--- src/rtl/ds_pkg.sv ---
package ds_pkg;

  // Stack-adjust code carried in the instruction word.
  typedef enum logic [1:0] {
    DS_HOLD  = 2'b00,
    DS_PUSH  = 2'b01,
    DS_DROP1 = 2'b10,
    DS_DROP2 = 2'b11
  } ds_op_e;

endpackage

--- src/rtl/ds_ptr.sv ---
module ds_ptr
  import ds_pkg::*;
#(
  parameter int PTR_W = 4
) (
  input  logic             clk,
  input  logic             rst,
  input  ds_op_e           op,
  output logic [PTR_W-1:0] sp,
  output logic [PTR_W-1:0] sp_m1,
  output logic [PTR_W-1:0] sp_p1
);

  localparam logic [PTR_W-1:0] ONE = PTR_W'(1);
  localparam logic [PTR_W-1:0] TWO = PTR_W'(2);

  logic [PTR_W-1:0] sp_next;

  always_comb begin
    sp_p1 = sp + ONE;
    sp_m1 = sp - ONE;
    unique case (op)
      DS_PUSH:  sp_next = sp_p1;
      DS_DROP1: sp_next = sp_m1;
      DS_DROP2: sp_next = sp - TWO;
      default:  sp_next = sp;
    endcase
  end

  always_ff @(posedge clk) begin
    if (rst) sp <= '0;
    else     sp <= sp_next;
  end

endmodule

--- src/rtl/ds_ram.sv ---
module ds_ram #(
  parameter int WIDTH  = 18,
  parameter int DEPTH  = 16,
  parameter int N_RD   = 2,
  localparam int ADDR_W = $clog2(DEPTH)
) (
  input  logic                        clk,
  input  logic                        we,
  input  logic [ADDR_W-1:0]           waddr,
  input  logic [WIDTH-1:0]            wdata,
  input  logic [N_RD-1:0][ADDR_W-1:0] raddr,
  output logic [N_RD-1:0][WIDTH-1:0]  rdata
);

  // Synchronous write, asynchronous read: distributed-RAM shape.
  logic [WIDTH-1:0] mem [DEPTH];

  always_ff @(posedge clk) begin
    if (we) mem[waddr] <= wdata;
  end

  for (genvar g = 0; g < N_RD; g++) begin : g_rd
    assign rdata[g] = mem[raddr[g]];
  end

endmodule

--- src/rtl/ds_regs.sv ---
module ds_regs
  import ds_pkg::*;
#(
  parameter int WIDTH = 18
) (
  input  logic             clk,
  input  logic             rst,
  input  ds_op_e           op,
  input  logic [WIDTH-1:0] tos_in,
  input  logic [WIDTH-1:0] fill_hi,   // entry at the pointer
  input  logic [WIDTH-1:0] fill_lo,   // entry one below the pointer
  output logic [WIDTH-1:0] tos_q,
  output logic [WIDTH-1:0] nos_q
);

  logic [WIDTH-1:0] tos_d, nos_d;

  always_comb begin
    tos_d = tos_in;
    nos_d = nos_q;
    unique case (op)
      DS_PUSH:  nos_d = tos_q;
      DS_DROP1: nos_d = fill_hi;
      DS_DROP2: begin
        tos_d = fill_hi;
        nos_d = fill_lo;
      end
      default: ;
    endcase
  end

  always_ff @(posedge clk) begin
    if (rst) begin
      tos_q <= '0;
      nos_q <= '0;
    end else begin
      tos_q <= tos_d;
      nos_q <= nos_d;
    end
  end

endmodule

--- src/rtl/dstack.sv ---
module dstack
  import ds_pkg::*;
#(
  parameter int WIDTH = 18,
  parameter int DEPTH = 16,
  localparam int ADDR_W = $clog2(DEPTH)
) (
  input  logic             clk,
  input  logic             rst,
  input  logic [1:0]       sp_delta,
  input  logic [WIDTH-1:0] tos_in,
  output logic [WIDTH-1:0] tos,
  output logic [WIDTH-1:0] nos
);

  ds_op_e                   op;
  logic [ADDR_W-1:0]        sp_q, sp_m1, sp_p1;
  logic [1:0][ADDR_W-1:0]   rd_addr;
  logic [1:0][WIDTH-1:0]    rd_data;

  assign op = ds_op_e'(sp_delta);

  ds_ptr #(.PTR_W(ADDR_W)) u_ptr (
    .clk   (clk),
    .rst   (rst),
    .op    (op),
    .sp    (sp_q),
    .sp_m1 (sp_m1),
    .sp_p1 (sp_p1)
  );

  assign rd_addr[0] = sp_q;
  assign rd_addr[1] = sp_m1;

  // Spill of the old second entry goes to the slot above the pointer.
  ds_ram #(.WIDTH(WIDTH), .DEPTH(DEPTH), .N_RD(2)) u_ram (
    .clk   (clk),
    .we    (op == DS_PUSH),
    .waddr (sp_p1),
    .wdata (nos),
    .raddr (rd_addr),
    .rdata (rd_data)
  );

  ds_regs #(.WIDTH(WIDTH)) u_regs (
    .clk     (clk),
    .rst     (rst),
    .op      (op),
    .tos_in  (tos_in),
    .fill_hi (rd_data[0]),
    .fill_lo (rd_data[1]),
    .tos_q   (tos),
    .nos_q   (nos)
  );

endmodule

--- config.mk ---
export PLATFORM = sky130hd
export DESIGN_NAME = dstack
export DESIGN_NICKNAME = d
export VERILOG_FILES = /design/src/rtl/ds_pkg.sv /design/src/rtl/ds_ptr.sv /design/src/rtl/ds_ram.sv /design/src/rtl/ds_regs.sv /design/src/rtl/dstack.sv
export SDC_FILE = /design/constraint.sdc
export NUM_CORES = 1
export LEC_CHECK = 0
export BUFFER_PORTS_ARGS = -buffer_cell sky130_fd_sc_hd__buf_2
export CAP_MARGIN = 15
export CORE_MARGIN = 2
export CORE_UTILIZATION = 43
export CTS_BUF_LIST = sky130_fd_sc_hd__clkbuf_8
export DETAILED_ROUTE_END_ITERATION = 8
export GPL_TIMING_DRIVEN = 0
export HOLD_SLACK_MARGIN = 0.1
export PLACE_DENSITY_LB_ADDON = 0.3
export SLEW_MARGIN = 20
export SYNTH_ARGS = -nofsm -noshare
export SYNTH_HDL_FRONTEND = slang
export SYNTH_SLANG_ARGS = --single-unit
--- constraint.sdc ---
create_clock -name clk -period 2.7 [get_ports clk]
set_input_delay 0.27 -clock clk [delete_from_list [all_inputs] [get_ports clk]]
set_output_delay 0.27 -clock clk [all_outputs]
set_load 0.01 [all_outputs]
==> metrics.yaml <==
logic_synthesis:
  syn_nets: 921
  ys_warn_count: 0
  synthFlopType: "edfxtp_1"
  synthCells: 890
  ys_types: 39
  syn_area_per_cell_um2: 17.14
  synth_edf_count: 288
  async_flop_share_pct: 0
  syn_area_mm2: 0.01525
  yosysSeqAreaShare_pct: 62.47
  yosys_register_bits: 332
worst_hold_path:
  worstHoldStart: "sp_delta[1]"
  hold_depth: 5
  hold_class: "primary input to flop"
sta:
  fin_crit_ns: 2.627
  finalHoldViolations: 0
  fmax_ghz: 0.3807
  fin_tns_setup_ns: 0
  drv_slew: 0
  worst-slew-pin-transition_ns: 0.7923
  setup_viol: 0
  skew_ns: 0.03361
  relSlewSlack_pct: 47.18
  period_share_pct: 97.29
  rsz0062_at_grt: "false"
setup_path:
  r2r-start: "u_ptr.sp[0]"
  path_max_fanout: 10
  ff2ff_setup_slack_ns: 0.07
  cp.buffers_inverters: 5
  cp_common_cell: "buf_8"
  crit_type: "flop to flop"
  crit_path_end_kind: "flop"
  crit_path_max_incr_delay_ns: 0.41
  setup.worst_path.start_class: "flop"
  cp_slowest_cell: "dfxtp_2"
  worstPathArrival_ns: 3.09
  crit_family: "buffers and inverters"
  r2r_cells: 10
  reg2reg_to: "u_regs.nos_q[6]"
  required_ns: 3.17
  crit_chain: "buf_8, buf_8, inv_2, ha_1, buf_6, clkbuf_8, mux4_2, mux2i_1, o221ai_1, o2bb2ai_1"
placed_design:
  dp.final_hpwl_um: 27830
  place_congestion: 0.9696
  numPortBuffers: 56
run:
  drv_cap: 0
global_route:
  grt_max_degree: 20
  gr-usage-all-layers_pct: 22.79
  grt_remaining_overflow: 0
  grt_pass1_wl_um: 60810
  grt_pass1_vias: 9232
  antenna_found_initial: 0
floorplanning:
  rows: 68
  io-pin-count: 58
  die_area_mm2: 0.03700
  die_x_um: 192.4
  die_height_um: 192.4
  core_mm2: 0.03471
  start_util_pct: 43.94
power:
  p_per_area_mw_per_mm2: 722.7
  pwr-share-clk_pct: 33.2
  p_int_mw: 9.195
  comb_power_share_pct: 18.3
  sequentialPowerShare_pct: 48.4
  p_leak_nw: 5.867
  p_sw_share_pct: 28.09
  ir_worst_vdd_v: 0.0003137
  power.switching_mw: 3.592
  finalPower_mw: 12.79
clocking:
  clockBufferDepth: 3
  path_clk_slew_ns: 0.07
  cts_root_buffer: "clkbuf_8"
  cts_tree: "yes"
  htree_num_levels: 2
  cts_buffers: 52
  numClockSinks: 332
  clk_latency_ns: 0.60
routing:
  drt_pre_antenna_iters: 5
  wl_per_cell_um: 26.94
  via_per_inst: 6.179
  final_antenna_net_count: 0
  remaining_drc_errors: 0
  drt_iter0_drc: 1076
  wirelength_um: 41000
  num_vias: 9404
run_status:
  status: "complete, no violations"
finish:
  nFillCells: 2845
  syn_to_final_growth_pct: 15.98
  final_nets: 1055
  drive_above_1_share_pct: 33.65
  antenna_cells: 0
-- worst max-delay path by stage --
stage	from	to	slack [ns]	cells after the start
final	u_ptr.sp[0]	u_regs.nos_q[6]	0.07	10
after global routing	u_ptr.sp[0]	u_regs.nos_q[6]	0.006	10
after CTS	u_ptr.sp[2]	u_regs.nos_q[2]	0.03	9
after detailed placement	u_ptr.sp[0]	u_regs.nos_q[6]	-1.08	10
after global placement	u_ptr.sp[0]	u_ram.mem[7][3]	-1.40	6
after floorplan	u_ptr.sp[0]	u_regs.nos_q[11]	0.01	11
-- power groups by stage --
stage	clock, mW	sequential, mW	combinational, mW
4_1_cts	4.30	6.19	2.28
5_1_grt	4.53	6.22	2.49
3_3_place_gp	0	6.28	2.15
2_1_floorplan	0	6.18	1.46
3_5_place_dp	0	6.29	2.19
6_report	4.25	6.19	2.34
-- worst register-to-register path, delay by kind of cell, from the launching register on --
kind | cells | cell delay [ns]
multiplexers | 2 | 0.58
buffers and inverters | 5 | 0.88
adder cells (fa/ha/maj) | 1 | 0.31
AO/OA/AOI/OAI | 2 | 0.33
flip-flops | 1 | 0.41
-- final cells by class --
type,count,area [um2],area share [%]
Sequential cell,332,9530,53.87
Multi-Input combinational cell,488,5559,31.42
Clock buffer,59,812.0,4.590
Tap cell,455,569.3,3.218
Timing Repair Buffer,80,560.5,3.168
Buffer,66,400.4,2.263
Clock inverter,38,245.2,1.386
Inverter,4,15.01,0.08487
-- registers in the layout, indices dropped and copies added, names as in the netlist, named ones only --
name          count
u_ram.mem       288
u_regs.tos_q     18
u_ptr.sp          4
u_regs.nos_q     18
-- cell families after synthesis --
kind of cell / after synthesis / share of synthesized area (%)
AOI/OAI and AO/OA: 109 / 5.536
xor gates and xnor gates: 8 / 0.5824
adders and majority gates: 9 / 0.7382
buffers and inverters: 70 / 2.247
DFF: 332 / 62.47
muxes: 172 / 23.10
and+or+nand+nor: 190 / 5.331
-- Yosys cell counts, drive strengths merged (7+ instances only) --
cell	number	area, um2
nand3	21	105.1
and3	10	62.56
a21oi	31	155.2
nand2	85	319.1
nor2b	14	87.58
a311oi	10	87.58
o2bb2ai	7	61.31
a41oi	7	61.31
a41o	7	70.07
a22oi	20	195.2
edfxtp	288	8648
ha	9	112.6
mux4	144	3243
dfxtp	44	880.8
nor2	54	202.7
mux2i	28	280.3
o221ai	7	61.31
clkbuf	29	108.9
a211oi	12	90.09
buf	37	219.0
-- through the flow --
stage | util, % | setup slack (ns) | instances | cell area (um2) | hold slack (ns)
floorplan | - | 0.009518 | 890 | 15250 | 0.4095
global placement | 46.39 | -1.402 | 1401 | 16100 | 0.5050
detailed placement | 46.90 | -1.078 | 1403 | 16280 | 0.5020
CTS | 50.74 | 0.02563 | 1521 | 17610 | 0.3170
global route | 50.97 | 0.006266 | 1522 | 17690 | 0.3901
finish | 50.97 | 0.07313 | 1522 | 17690 | 0.3667
-- layout by cell type (no fill, tap or decap), types with 8 or more instances in the layout --
cell type / instances
edfxtp_1: 288
mux4_2: 144
nand2_1: 85
buf_2: 74
clkbuf_8: 61
dfxtp_1: 43
nor2_1: 37
a21oi_1: 31
mux2i_1: 22
clkbuf_1: 21
nand3_1: 21
dlygate4sd3_1: 19
inv_1: 18
nor2_4: 16
nor2b_1: 14
a211oi_1: 12
a22oi_1: 11
buf_4: 10
and3_1: 10
clkinv_1: 10
a22oi_2: 9
a311oi_1: 8
ha_1: 8
-- what timing repair did --
item / CTS / global route
endpoints found under the hold margin: 20 / 0
hold buffers: 19 / 0
pin swaps: 2 / 1
setup buffers: 2 / 1
resized for setup: 25 / 17
gates cloned: 0 / 0
setup endpoints to repair: 305 / 36
-- per-layer routing --
metal  global-route usage, %  vias to the layer above  routed length (um)
met5                       0                        -                   0
met4                   6.518                        0                 897
met3                   4.765                       57                3872
met2                   34.59                      508               18990
met1                   33.50                     4904               17250
li1                        -                     3935                   -
(Power assumes the default switching activity.)
